## src/rtl/tune_pkg.sv

```systemverilog
package tune_pkg;

  typedef enum logic [1:0] {
    PM_SRC_UP = 2'b00,
    PM_SRC_DN = 2'b01,
    PM_NORMAL = 2'b10,
    PM_HIZ    = 2'b11
  } pump_mode_e;

  // Odd parity of the select doubles the base reference ratio.
  function automatic logic ratio_doubled(input logic [1:0] sel);
    return sel[1] ^ sel[0];
  endfunction

endpackage

```

## src/rtl/ref_divider.sv

```systemverilog
module ref_divider #(
  parameter int BASE_DIV = 512
) (
  input  logic       clk,
  input  logic       rst_n,
  input  logic [1:0] ratio_sel,
  output logic       tick,
  output logic       level
);
  import tune_pkg::*;

  localparam int CW = $clog2(2 * BASE_DIV);
  localparam int RW = CW + 1;

  logic [CW-1:0] cnt_q, cnt_d;
  logic [RW-1:0] ratio;
  logic [RW-1:0] cnt_ext;

  always_comb begin
    ratio   = ratio_doubled(ratio_sel) ? RW'(2 * BASE_DIV) : RW'(BASE_DIV);
    cnt_ext = {1'b0, cnt_q};
    // wrap also catches a count left above a newly shortened ratio
    tick    = (cnt_ext >= (ratio - RW'(1)));
    level   = (cnt_ext < (ratio >> 1));
    cnt_d   = tick ? '0 : cnt_q + CW'(1);
  end

  always_ff @(posedge clk or negedge rst_n) begin
    if (!rst_n) cnt_q <= '0;
    else        cnt_q <= cnt_d;
  end

endmodule

```

## src/rtl/pfd_core.sv

```systemverilog
module pfd_core (
  input  logic       clk,
  input  logic       rst_n,
  input  logic       ref_tick,
  input  logic       fb_in,
  input  logic [1:0] mode,
  output logic       pump_up,
  output logic       pump_dn,
  output logic       pump_oe,
  output logic       up_flag,
  output logic       dn_flag,
  output logic       fb_tick,
  output logic       fb_half,
  output logic       excess
);
  import tune_pkg::*;

  logic fb_prev_q, fb_half_q, fb_half_d;
  logic up_q, up_d, dn_q, dn_d;
  logic up_run_q, dn_run_q;
  logic both, up_only, dn_only;
  pump_mode_e pm;

  always_comb begin
    fb_tick   = fb_in & ~fb_prev_q;
    both      = up_q & dn_q;
    // coincident new event during the clearing cycle is kept
    up_d      = both ? ref_tick : (up_q | ref_tick);
    dn_d      = both ? fb_tick  : (dn_q | fb_tick);
    up_only   = up_q & ~dn_q;
    dn_only   = dn_q & ~up_q;
    excess    = (up_only & up_run_q) | (dn_only & dn_run_q);
    fb_half_d = fb_tick ? ~fb_half_q : fb_half_q;
  end

  always_comb begin
    pm      = pump_mode_e'(mode);
    pump_oe = 1'b1;
    pump_up = 1'b0;
    pump_dn = 1'b0;
    case (pm)
      PM_SRC_UP: pump_up = 1'b1;
      PM_SRC_DN: pump_dn = 1'b1;
      PM_NORMAL: begin
        pump_up = up_only;
        pump_dn = dn_only;
      end
      default:   pump_oe = 1'b0;
    endcase
  end

  always_ff @(posedge clk or negedge rst_n) begin
    if (!rst_n) begin
      fb_prev_q <= 1'b0;
      fb_half_q <= 1'b0;
      up_q      <= 1'b0;
      dn_q      <= 1'b0;
      up_run_q  <= 1'b0;
      dn_run_q  <= 1'b0;
    end else begin
      fb_prev_q <= fb_in;
      fb_half_q <= fb_half_d;
      up_q      <= up_d;
      dn_q      <= dn_d;
      up_run_q  <= up_only;
      dn_run_q  <= dn_only;
    end
  end

  assign up_flag = up_q;
  assign dn_flag = dn_q;
  assign fb_half = fb_half_q;

endmodule

```

## src/rtl/lock_monitor.sv

```systemverilog
module lock_monitor #(
  parameter int LOCK_PERIODS = 16
) (
  input  logic clk,
  input  logic rst_n,
  input  logic ref_tick,
  input  logic excess,
  output logic lock
);
  localparam int LW = $clog2(LOCK_PERIODS + 1);
  localparam logic [LW-1:0] FULL = LW'(LOCK_PERIODS);

  logic [LW-1:0] cnt_q, cnt_d;
  logic          cnt_en;

  always_comb begin
    cnt_en = ref_tick && (cnt_q != FULL);
    if (excess)      cnt_d = '0;
    else if (cnt_en) cnt_d = cnt_q + LW'(1);
    else             cnt_d = cnt_q;
    lock = (cnt_q == FULL);
  end

  always_ff @(posedge clk or negedge rst_n) begin
    if (!rst_n) cnt_q <= '0;
    else        cnt_q <= cnt_d;
  end

endmodule

```

## src/rtl/band_driver.sv

```systemverilog
module band_driver (
  input  logic [3:0] band_bits,
  input  logic       test_en,
  input  logic       ref_level,
  input  logic       fb_half,
  output logic [3:0] band_out
);
  always_comb begin
    band_out[0] = band_bits[0];
    band_out[1] = (test_en && band_bits[1]) ? fb_half   : band_bits[1];
    band_out[2] = (test_en && band_bits[2]) ? ref_level : band_bits[2];
    band_out[3] = ~band_bits[3];   // sinking driver: on pulls low
  end
endmodule

```

## src/rtl/tune_pfd_core.sv

```systemverilog
module tune_pfd_core #(
  parameter int BASE_DIV     = 512,
  parameter int LOCK_PERIODS = 16
) (
  input  logic       clk,
  input  logic       rst_n,
  input  logic       fb_in,
  input  logic [1:0] ref_sel,
  input  logic [1:0] pump_mode,
  input  logic       pump_hi_sel,
  input  logic       amp_off,
  input  logic       test_route,
  input  logic [3:0] band_bits,
  output logic       pump_up,
  output logic       pump_dn,
  output logic       pump_oe,
  output logic       pump_hi_cur,
  output logic       amp_disable,
  output logic       lock,
  output logic [3:0] band_out
);
  logic ref_tick, ref_level;
  logic pfd_up, pfd_dn, pfd_err;
  logic fb_tick, fb_half;

  ref_divider #(.BASE_DIV(BASE_DIV)) u_ref (
    .clk(clk), .rst_n(rst_n), .ratio_sel(ref_sel),
    .tick(ref_tick), .level(ref_level)
  );

  pfd_core u_pfd (
    .clk(clk), .rst_n(rst_n), .ref_tick(ref_tick), .fb_in(fb_in),
    .mode(pump_mode), .pump_up(pump_up), .pump_dn(pump_dn),
    .pump_oe(pump_oe), .up_flag(pfd_up), .dn_flag(pfd_dn),
    .fb_tick(fb_tick), .fb_half(fb_half), .excess(pfd_err)
  );

  lock_monitor #(.LOCK_PERIODS(LOCK_PERIODS)) u_lock (
    .clk(clk), .rst_n(rst_n), .ref_tick(ref_tick),
    .excess(pfd_err), .lock(lock)
  );

  band_driver u_band (
    .band_bits(band_bits), .test_en(test_route), .ref_level(ref_level),
    .fb_half(fb_half), .band_out(band_out)
  );

  assign pump_hi_cur = pump_hi_sel;
  assign amp_disable = amp_off;

endmodule

```

## config.mk

```make
export PLATFORM = sky130hd
export DESIGN_NAME = tune_pfd_core
export DESIGN_NICKNAME = d
export VERILOG_FILES = /design/src/rtl/tune_pkg.sv /design/src/rtl/ref_divider.sv /design/src/rtl/pfd_core.sv /design/src/rtl/lock_monitor.sv /design/src/rtl/band_driver.sv /design/src/rtl/tune_pfd_core.sv
export SDC_FILE = /design/constraint.sdc
export NUM_CORES = 1
export LEC_CHECK = 0
export BUFFER_PORTS_ARGS = -buffer_cell sky130_fd_sc_hd__buf_4
export CORE_UTILIZATION = 44
export CTS_CLUSTER_SIZE = 12
export DETAILED_ROUTE_END_ITERATION = 10
export PLACE_DENSITY = 0.72
export SLEW_MARGIN = 20
export SYNTH_ARGS = -nofsm -noshare
export SYNTH_HDL_FRONTEND = slang
export SYNTH_HIERARCHICAL = 1
export SYNTH_SLANG_ARGS = --single-unit
```

## constraint.sdc

```tcl
create_clock -name clk -period 3.6 [get_ports clk]
set_input_delay 0.36 -clock clk [delete_from_list [all_inputs] [get_ports clk]]
set_output_delay 0.36 -clock clk [all_outputs]
set_load 0.05 [all_outputs]
```

==> results by group <==
Outcome
  – Status: complete, no violations

Setup path
  – CP Capture Type: flip-flop
  – Highest-delay cell along the critical path: o41ai_4
  – Crit-path max FO: 12
  – CP Class: reg2reg
  – Worst path max stage delay: 0.64 ns
  – Startpoint Class: flip-flop
  – Worst Path Required: 3.79 ns
  – Arr. time, crit path: 2.49 ns
  – Worst-path cell chain: ha_1, nand2_1, o41ai_4, nor2b_2, mux2_2

Cells and area
  – FF+latch area: 526 sq um
  – Antenna Cells: 0
  – Syn-to-layout area delta: 15.0%
  – Final instance area: 1370 sq um
  – Layout Nets: 160
  – Final core occ: 0.543
  – Multi-input gate area: 594 sq um
  – Leading cell types in the layout, fill and taps excluded: 21 x dfrtp_1, 17 x buf_4, 12 x inv_1
  – Layout cell share with drive strength beyond 1: 0.219
  – FILL cells: 223
  – Commonest non-fill, non-tap cell in the layout: dfrtp_1

Clocking
  – CTS Buffer Depth: 2
  – Root Buffer: clkbuf_4
  – CTS tree: built
  – Clk_lat worst skew: 0.31 ns
  – Clock sink total: 21
  – CTS Buf Count: 3
  – Reg clk slew, reported paths: 0.12 ns
  – Cts repair resizes: 0
  – H-tree depth: 1

Detailed routing
  – Final WL: 1940 microns
  – DRC: 0
  – ANT nets after route: 0
  – Pre-antenna DRT Iters: 4
  – DRT iter0 DRCs: 12
  – Vias per cell: 5.20
  – Avg WL per Cell: 11.6 microns
  – Via count: 869

Pwr
  – Peak supply drop: 0.000261 V
  – Sw Pwr: 0.115 mW
  – Gate power share: 0.149
  – Clock network power share: 0.268
  – Sw Ratio: 0.270
  – Pleak: 0.640 nW
  – Sequential power share: 0.582
  – Power per cell area: 310 nW/um^2
  – Internal power: 0.310 mW

STA
  – Unrepaired setup endpoints after global routing: false
  – Final Hold Fails: 0
  – Fin Setup TNS: 0 ns
  – F_max: 435 MHz
  – Final setup margin: 1.30 ns
  – Minimum clock period: 2.30 ns
  – Relative slew slack: 0.566
  – Pins Over Slew Limit: 0
  – Slew @ Worst Pin: 0.648 ns
  – Final Cycle Share: 0.639
  – Layout Skew: 0.0110 ns
  – Setup violators final: 0

Yosys
  – Syn_nets: 140
  – Synthesized cell area: 1190 sq um
  – Post-synthesis cell count: 118
  – Synth warnings: 6
  – Mean Syn Cell Area: 10.1 sq um

GRT
  – Pin count of the biggest net entering global routing: 22
  – First-pass GRT wire length: 3170 microns
  – Initial antenna violation count: 0
  – Grt ovf: 0
  – Vias in the first global route: 766
  – All-Layer GR Usage: 0.153

Floorplan
  – Die height: 54.0 microns
  – I/O Pins: 24
  – Die ar.: 2920 sq um
  – Core region area: 2520 sq um
  – Initial Util: 0.472
  – Row count: 18
  – Die W: 54.0 microns

Placed design
  – Port Buffers: 17
  – DP Area: 1330 sq um
  – Hpwl dp: 1440 microns
  – Dpl ws: 1.12 ns
  – RD Place Congestion: 0.790

Min path
  – Worst min-delay path class: in2reg

Flow run
  – Total of max-cap violations: 0
[power by group through the flow]
stage / clock network (mW) / logic [mW] / registers [mW]
after floorplan: 0 / 0.0468 / 0.250
after global placement: 0 / 0.0614 / 0.251
after detailed placement: 0 / 0.0641 / 0.252
after CTS: 0.122 / 0.0651 / 0.248
after global routing: 0.128 / 0.0693 / 0.248
final: 0.114 / 0.0635 / 0.248
[worst paths after layout]
check / startpoint / end / slack [ns] / depth (start not counted)
hold reg to reg: u_pfd/dn_flag / u_pfd/up_run_q / 0.49 / 1
hold / removal: fb_in / u_pfd/fb_prev_q / 0.17 / 1
min in group asynchronous: rst_n / u_ref/cnt_q[3] / 0.45 / 2
max in group asynchronous: rst_n / u_pfd/dn_flag / 2.92 / 2
setup / recovery: u_ref/cnt_q[9] / u_lock/cnt_q[0] / 1.30 / 5
setup reg to reg: u_ref/cnt_q[9] / u_lock/cnt_q[0] / 1.30 / 5
[area by class of cell]
| cell class | instances | area share |
|---|---|---|
| clock buffers | 4 | 0.0192 |
| well taps | 30 | 0.0274 |
| repair buffers | 18 | 0.100 |
| inverters | 13 | 0.0356 |
| multi-input cells | 81 | 0.434 |
| flip-flops and latches | 21 | 0.384 |
[state kept, by name (all words and copies together) (netlist names)]
signal,flops
u_ref/cnt_q,10
u_lock/cnt_q,5
u_pfd/dn_flag,1
u_pfd/dn_run_q,1
u_pfd/fb_half,1
u_pfd/fb_prev_q,1
u_pfd/up_flag,1
u_pfd/up_run_q,1
[critical path, delay by kind of cell (launching register included)]
| kind | cells | cell delay (ns) |
|---|---|---|
| compound gates | 1 | 0.64 |
| fa+ha+maj | 1 | 0.31 |
| flops | 1 | 0.43 |
| mux | 1 | 0.35 |
| simple gates | 2 | 0.45 |
[per-layer routing]
| layer | track usage | vias to the layer above | part of all wire |
|---|---|---|---|
| li1 | - | 442 | - |
| met1 | 0.185 | 410 | 0.47 |
| met2 | 0.261 | 13 | 0.49 |
| met3 | 0.0565 | 4 | 0.040 |
| met4 | 0.0299 | 0 | 0.0087 |
| met5 | 0 | - | 0 |
[what timing repair did]
item | 4_1_cts | 5_1_grt
hold endpoints to repair | 21 | 0
setup buffers | 0 | 0
hold buffers | 1 | 0
[stage by stage]
step                hold slack [ns]  total power, mW  instances
floorplan                    0.0644            0.297        118
global placement              0.259            0.312        162
detailed placement            0.264            0.316        162
CTS                           0.160            0.435        167
global route                  0.153            0.446        167
finish                        0.171            0.425        167
Note: power is estimated with default switching activity, not from simulation.
